$ cat config.mk
export PLATFORM = sky130hd
export DESIGN_NAME = cei_edge_irq
export DESIGN_NICKNAME = d
export VERILOG_FILES = /design/src/rtl/cei_pkg.sv /design/src/rtl/cei_sync.sv /design/src/rtl/cei_blank.sv /design/src/rtl/cei_edge.sv /design/src/rtl/cei_edge_irq.sv
export SDC_FILE = /design/constraint.sdc
export NUM_CORES = 1
export LEC_CHECK = 0
export ABC_CLOCK_PERIOD_IN_PS = 6800
export CORE_MARGIN = 8
export CORE_UTILIZATION = 55
export CTS_BUF_LIST = sky130_fd_sc_hd__clkbuf_4 sky130_fd_sc_hd__clkbuf_8
export DETAILED_ROUTE_END_ITERATION = 7
export HOLD_SLACK_MARGIN = 0.06
export PLACE_DENSITY = 0.89
export SLEW_MARGIN = 20
export SYNTH_ARGS = -nofsm -noshare
export SYNTH_HDL_FRONTEND = slang
export SYNTH_SLANG_ARGS = --single-unit
$ cat constraint.sdc
create_clock -name clk -period 6.8 [get_ports clk]
set_clock_uncertainty 0.2 [all_clocks]
set_input_delay 2.04 -clock clk [delete_from_list [all_inputs] [get_ports clk]]
set_output_delay 2.04 -clock clk [all_outputs]
set_load 0.01 [all_outputs]
$ cat src/rtl/cei_pkg.sv
package cei_pkg;
   localparam int DATA_W = 8;
   typedef enum logic [1:0] {
      REG_CTL   = 2'd0,
      REG_MODE  = 2'd1,
      REG_BLANK = 2'd2,
      REG_RSVD  = 2'd3
   } cei_reg_e;
   localparam int BIT_EN   = 7;
   localparam int BIT_LIVE = 6;
   localparam int BIT_RF   = 5;
   localparam int BIT_FF   = 4;
   localparam int BIT_RIE  = 1;
   localparam int BIT_FIE  = 0;
   localparam int HYST_W   = 4;
endpackage

$ cat src/rtl/cei_sync.sv
module cei_sync #(
   parameter int STAGES = 2
) (
   input  logic clk,
   input  logic rst_n,
   input  logic d_i,
   output logic q_o
);
   logic [STAGES-1:0] chain_q;

   generate
      if (STAGES < 2) begin : g_bad
         $error("cei_sync: STAGES must be at least 2");
      end
   endgenerate

   always_ff @(posedge clk or negedge rst_n) begin
      if (!rst_n) chain_q <= '0;
      else        chain_q <= {chain_q[STAGES-2:0], d_i};
   end

   assign q_o = chain_q[STAGES-1];
endmodule

$ cat src/rtl/cei_blank.sv
module cei_blank #(
   parameter int CNT_W = 8
) (
   input  logic             clk,
   input  logic             rst_n,
   input  logic             en_i,
   input  logic             start_i,
   input  logic             stop_i,
   input  logic [CNT_W-1:0] len_i,
   output logic             valid_o
);
   logic [CNT_W-1:0] cnt_q;

   always_ff @(posedge clk or negedge rst_n) begin
      if (!rst_n)              cnt_q <= '0;
      else if (stop_i)         cnt_q <= '0;
      else if (start_i)        cnt_q <= len_i;
      else if (cnt_q != '0)    cnt_q <= cnt_q - 1'b1;
   end

   assign valid_o = en_i && (cnt_q == '0);
endmodule

$ cat src/rtl/cei_edge.sv
module cei_edge #(
   parameter bit SET_WINS = 1'b1
) (
   input  logic clk,
   input  logic rst_n,
   input  logic valid_i,
   input  logic lvl_i,
   input  logic clr_rise_i,
   input  logic clr_fall_i,
   output logic rise_f_o,
   output logic fall_f_o
);
   logic prev_q, vd_q;
   logic rise_ev, fall_ev;
   logic rise_n, fall_n;

   assign rise_ev = valid_i && vd_q &&  lvl_i && !prev_q;
   assign fall_ev = valid_i && vd_q && !lvl_i &&  prev_q;

   generate
      if (SET_WINS) begin : g_set_wins
         assign rise_n = rise_ev | (rise_f_o & ~clr_rise_i);
         assign fall_n = fall_ev | (fall_f_o & ~clr_fall_i);
      end else begin : g_clr_wins
         assign rise_n = (rise_ev | rise_f_o) & ~clr_rise_i;
         assign fall_n = (fall_ev | fall_f_o) & ~clr_fall_i;
      end
   endgenerate

   always_ff @(posedge clk or negedge rst_n) begin
      if (!rst_n) begin
         prev_q   <= 1'b0;
         vd_q     <= 1'b0;
         rise_f_o <= 1'b0;
         fall_f_o <= 1'b0;
      end else begin
         prev_q   <= lvl_i;
         vd_q     <= valid_i;
         rise_f_o <= rise_n;
         fall_f_o <= fall_n;
      end
   end
endmodule

$ cat src/rtl/cei_edge_irq.sv
module cei_edge_irq
   import cei_pkg::*;
#(
   parameter int SYNC_STAGES = 2,
   parameter int CNT_W       = 8,
   parameter int RST_BLANK   = 16,
   parameter bit SET_WINS    = 1'b1
) (
   input  logic              clk,
   input  logic              rst_n,
   input  logic              cmp_raw_i,
   input  logic              glob_ie_i,
   input  logic              wr_en_i,
   input  logic [1:0]        wr_addr_i,
   input  logic [7:0]        wr_data_i,
   input  logic [1:0]        rd_addr_i,
   output logic [7:0]        rd_data_o,
   output logic [3:0]        hyst_o,
   output logic              irq_o
);
   localparam logic [CNT_W-1:0] BLANK_INIT = CNT_W'(RST_BLANK);

   generate
      if (CNT_W < 1 || CNT_W > DATA_W) begin : g_bad_cnt
         $error("cei_edge_irq: CNT_W must lie in 1..8");
      end
      if (RST_BLANK < 0 || RST_BLANK >= (1 << CNT_W)) begin : g_bad_rst
         $error("cei_edge_irq: RST_BLANK does not fit in CNT_W bits");
      end
   endgenerate

   logic              en_q, rie_q, fie_q;
   logic [HYST_W-1:0] hyst_q;
   logic [CNT_W-1:0]  blank_q;
   logic              ctl_wr, mode_wr, blank_wr;
   logic              start, stop;
   logic              sync_lvl, blank_valid, live_lvl;
   logic              rise_f, fall_f;

   assign ctl_wr   = wr_en_i && (wr_addr_i == REG_CTL);
   assign mode_wr  = wr_en_i && (wr_addr_i == REG_MODE);
   assign blank_wr = wr_en_i && (wr_addr_i == REG_BLANK);
   assign start    = ctl_wr &&  wr_data_i[BIT_EN] && !en_q;
   assign stop     = ctl_wr && !wr_data_i[BIT_EN];

   always_ff @(posedge clk or negedge rst_n) begin
      if (!rst_n) begin
         en_q    <= 1'b0;
         hyst_q  <= '0;
         rie_q   <= 1'b0;
         fie_q   <= 1'b0;
         blank_q <= BLANK_INIT;
      end else begin
         if (ctl_wr) begin
            en_q   <= wr_data_i[BIT_EN];
            hyst_q <= wr_data_i[HYST_W-1:0];
         end
         if (mode_wr) begin
            rie_q <= wr_data_i[BIT_RIE];
            fie_q <= wr_data_i[BIT_FIE];
         end
         if (blank_wr) blank_q <= wr_data_i[CNT_W-1:0];
      end
   end

   cei_sync #(.STAGES(SYNC_STAGES)) u_sync (
      .clk(clk), .rst_n(rst_n), .d_i(cmp_raw_i), .q_o(sync_lvl)
   );

   cei_blank #(.CNT_W(CNT_W)) u_blank (
      .clk(clk), .rst_n(rst_n), .en_i(en_q), .start_i(start),
      .stop_i(stop), .len_i(blank_q), .valid_o(blank_valid)
   );

   cei_edge #(.SET_WINS(SET_WINS)) u_edge (
      .clk(clk), .rst_n(rst_n), .valid_i(blank_valid), .lvl_i(sync_lvl),
      .clr_rise_i(ctl_wr && wr_data_i[BIT_RF]),
      .clr_fall_i(ctl_wr && wr_data_i[BIT_FF]),
      .rise_f_o(rise_f), .fall_f_o(fall_f)
   );

   assign live_lvl = blank_valid && sync_lvl;
   assign hyst_o   = hyst_q;
   assign irq_o    = glob_ie_i && ((rise_f && rie_q) || (fall_f && fie_q));

   always_comb begin
      rd_data_o = '0;
      case (cei_reg_e'(rd_addr_i))
         REG_CTL: begin
            rd_data_o[BIT_EN]       = en_q;
            rd_data_o[BIT_LIVE]     = live_lvl;
            rd_data_o[BIT_RF]       = rise_f;
            rd_data_o[BIT_FF]       = fall_f;
            rd_data_o[HYST_W-1:0]   = hyst_q;
         end
         REG_MODE: begin
            rd_data_o[BIT_RIE] = rie_q;
            rd_data_o[BIT_FIE] = fie_q;
         end
         REG_BLANK: rd_data_o = DATA_W'(blank_q);
         default:   rd_data_o = '0;
      endcase
   end
endmodule

==> results of run 1 <==
==> cells in the mapped netlist (all sizes together) (2+ instances only) <==
library cell | n | area share (%)
inv | 2 | 0.51
o21ai | 6 | 2.1
clkbuf | 4 | 1.0
nor2 | 13 | 3.3
xor2 | 2 | 1.2
a211oi | 6 | 3.4
nor3 | 2 | 0.68
nand3b | 2 | 1.0
a21oi | 3 | 1.0
mux2 | 15 | 12
mux2i | 7 | 4.8
nor4 | 2 | 1.9
xnor2 | 4 | 2.4
nand3 | 5 | 1.7
dfrtp | 28 | 48
nor2b | 3 | 1.3
nand2b | 2 | 0.86
nand2 | 10 | 2.6
==> kinds of logic after synthesis <==
family	after synthesis	share of synthesized area [%]
AND/OR/NAND/NOR	49	19.9
flip-flops	29	49.7
multiplexers	22	16.4
AO/OA/AOI/OAI	18	8.05
XOR/XNOR	6	3.60
buffers and inverters	6	1.54
adder cells (fa/ha/maj)	1	0.856
==> metal layers <==
layer | global-route usage, % | up-vias | share of wire (%)
li1 | - | 538 | -
met1 | 21.2 | 577 | 43
met2 | 30.1 | 53 | 48
met3 | 8.61 | 14 | 6.8
met4 | 9.14 | 0 | 2.9
met5 | 0 | - | 0
==> registers in the layout, indices dropped and copies added (netlist names) <==
| signal | count |
|---|---|
| blank_q | 8 |
| u_edge.prev_q | 1 |
| u_edge.vd_q | 1 |
| fie_q | 1 |
| u_sync.chain_q | 2 |
| hyst_o | 4 |
| u_edge.fall_f_o | 1 |
| u_blank.cnt_q | 8 |
| rie_q | 1 |
| u_edge.rise_f_o | 1 |
| en_q | 1 |
==> power by group through the flow <==
stage,Combinational [W],Clock (W),Sequential [W]
4_1_cts,0.000196,0.000124,0.000270
2_1_floorplan,0.000129,0,0.000260
3_5_place_dp,0.000192,0,0.000273
3_3_place_gp,0.000181,0,0.000268
6_report,0.000197,0.000122,0.000273
5_1_grt,0.000217,0.000134,0.000277
==> stage by stage <==
stage	util, %	instance area [um^2]	instances
5_1_grt	74.1	1850	195
4_1_cts	74.1	1850	195
3_3_place_gp	71.3	1780	187
6_report	74.1	1850	195
2_1_floorplan	-	1460	131
3_5_place_dp	71.3	1780	187
==> how the worst max path moves through the flow <==
stage | to | slack, ns | depth (start not counted)
after CTS | rd_data_o[1] | 0.75 | 5
after global routing | rd_data_o[0] | 0.63 | 5
after global placement | rd_data_o[0] | 0.88 | 5
after floorplan | rd_data_o[0] | 1.81 | 4
after detailed placement | rd_data_o[0] | 0.79 | 5
final | rd_data_o[6] | 0.74 | 4
==> cell type report <==
cell class                      instances  area [um^2]  area share (%)
Clock buffer                            7         65.1            3.51
Multi-Input combinational cell         96          712            38.4
Inverter                                2         7.51           0.405
Sequential cell                        29          727            39.3
Timing Repair Buffer                   30          298            16.1
Clock inverter                          1         5.00           0.270
Tap cell                               30         37.5            2.03
==> reports/qor.csv, run 1 <==
stage;metric;value;unit
sta;setup-tns-final;0;ns
clock_tree;clk_lat_worst_skew;0.33;ns
global_routing;globalRouteOverflowTotal;0;
critical_path;timing.critical_path.buf_inv;2;
cells_and_area;nets;182;
global_routing;groute.usage.overall;19.0;%
critical_path;critical-path-top-cell-by-count;sky130_fd_sc_hd__clkdlybuf4s50_1;
placed_design;gpl.final_weighted_congestion;0.782;
route;drt_pass1_iterations;4;
global_routing;grt_pass1_wl;6530;um
critical_path;critical_path.max_stage_delay;0.66;ns
yosys;count_of_flip_flops_with_a_built_in_enable_after_synthesis;0;
worst_hold_path;worst_hold_path.endpoint;u_sync.chain_q[1]$_DFF_PN0_;
critical_path;crit_slowest_cell;sky130_fd_sc_hd__clkdlybuf4s50_1;
route;routed_via_density;6.06;
clock_tree;cts.sinks;29;
yosys;synth_ff_type;sky130_fd_sc_hd__dfrtp_1;
yosys;synth_sequential_area_ratio;49.7;%
die;pin_count;30;
yosys;syn-instance-count;131;
clock_tree;cts_made_buffers;5;
die;die-width;67.5;um
critical_path;worstReg2RegStart;u_blank.cnt_q[2]$_DFFE_PN0P_;
clock_tree;clock_tree.buffer_depth;2;
critical_path;timing.critical_path.cells;clkdlybuf4s50_1, nand4b_1, a21oi_1, clkdlybuf4s50_1;
clock_tree;cts.clk_slew.worst_paths;0.09;ns
worst_hold_path;min_path_cells;0;
clock_tree;cts_setup_buffers;0;
sta;rsz0062_at_grt;false;
worst_hold_path;min_from;u_sync.chain_q[0]$_DFF_PN0_;
clock_tree;cts_hold_repair.buffers;0;
critical_path;worst_ep_required_time;4.56;ns
route;route.vias.total;1182;
cells_and_area;nFillCells;156;
sta;finalHoldViolations;0;
yosys;synthesis.area;1460;um^2
die;die_area;4560;um^2
route;drcViolationCount;0;
yosys;yosysWarnings;0;
critical_path;cp_data_arrival_time;3.82;ns
route;ant_nets;0;
sta;timing_worst_slew_pin_value;0.688;ns
yosys;syn_nets;149;
power_and_ir_drop;share_clk_of_total_power;20.6;%
route;drt-wirelength-per-cell;19.8;um
yosys;ys_async_sr_fraction;100;%
power_and_ir_drop;power_density;319;nW/um^2
clock_tree;post_cts.resized_instances;0;
power_and_ir_drop;netSwitchingFraction;35.4;%
critical_path;startpoint_types;input port;
cells_and_area;final_layout_size_suffix_gt1_share;20.0;%
clock_tree;cts.htree.levels;2;
sta;share_of_the_clock_period_used_by_the_worst_path;89.1;%
route;postRouteWirelength;3860;um
cells_and_area;mostFrequentLayoutCells;sky130_fd_sc_hd__clkdlybuf4s50_1, sky130_fd_sc_hd__dfrtp_1, sky130_fd_sc_hd__mux2_2;
placed_design;dp_hpwl;2620;um
die;die-height;67.5;um
placed_design;place.port_buffers;29;
critical_path;start_point_of_the_critical_path;rd_addr_i[1];
route;drt_iter0_markers;127;
cells_and_area;final_common_cell;sky130_fd_sc_hd__clkdlybuf4s50_1;
clock_tree;cts_tree;done;
yosys;synth_cell_type_count;35;
worst_hold_path;min-delay-path-class;flip-flop to flip-flop;
global_routing;maximum_number_of_pins_on_one_net_before_global_route_repair;30;
critical_path;worst-r2r-cell-count;4;
sta;fin_crit;6.06;ns
cells_and_area;area_growth_from_synthesis_to_layout;26.7;%
critical_path;path_class;input port to primary output;
placed_design;placement.setup.worst_slack;0.795;ns
global_routing;via_count_of_the_first_global_routing_pass;1357;
critical_path;critical-path-top-delay-family;buffers and inverters;
sta;maxClockFrequency;165;MHz
die;std_cell_rows;18;
power_and_ir_drop;ir_drop;0.267;mV
global_routing;grt_antenna_before_repair;0;
power_and_ir_drop;design_power_total;0.000592;W
job;drv.max_cap_violation_count;0;
status;status;finished, final reports clean;
power_and_ir_drop;p_seq_share;46.1;%
critical_path;worst_setup_path_end_kind;primary output;
sta;max_slew_margin_vs_limit;53.7;%
cells_and_area;antennaDiodeCount;0;
critical_path;worst_r2r_endpoint;u_blank.cnt_q[4]$_DFFE_PN0P_;
sta;worst_slack;0.739;ns
power_and_ir_drop;switchingPower;0.000210;W
sta;final_max_slew_violation_count;0;
power_and_ir_drop;power_leakage;0.753;nW
clock_tree;cts-root-buf;sky130_fd_sc_hd__clkbuf_4;
sta;hold_slack;0.183;ns
critical_path;r2r_setup_slack;4.56;ns
power_and_ir_drop;internal_power;0.000382;W
yosys;average_cell_area_after_synthesis;11.2;um^2
critical_path;path_max_fanout;10;
sta;setup_viol;0;
yosys;synth.ff_latch_count;29;
power_and_ir_drop;pwr-share-comb;33.4;%
die;floorplan.initialDensity;58.5;%
die;core-area;2500;um^2
No activity file was read; power rests on OpenSTA's default activity.
==> run 2, diff against run 1 <==
--- a/config.mk
+++ b/config.mk
@@ -6,6 +6,7 @@
 export NUM_CORES = 1
 export LEC_CHECK = 0
 export ABC_CLOCK_PERIOD_IN_PS = 6800
+export CAP_MARGIN = 20
 export CORE_MARGIN = 8
 export CORE_UTILIZATION = 55
 export CTS_BUF_LIST = sky130_fd_sc_hd__clkbuf_4 sky130_fd_sc_hd__clkbuf_8
==> results of run 2 <==
No change in the layout: final DEF, timing and power equal those of run 1.
==> run 3, diff against run 2 <==
--- a/config.mk
+++ b/config.mk
@@ -13,7 +13,8 @@
 export DETAILED_ROUTE_END_ITERATION = 7
 export HOLD_SLACK_MARGIN = 0.06
 export PLACE_DENSITY = 0.89
-export SLEW_MARGIN = 20
+export SKIP_CTS_REPAIR_TIMING = 1
+export SLEW_MARGIN = 40
 export SYNTH_ARGS = -nofsm -noshare
 export SYNTH_HDL_FRONTEND = slang
 export SYNTH_SLANG_ARGS = --single-unit
==> results of run 3 <==
No change in the layout: final DEF, timing and power equal those of run 1.
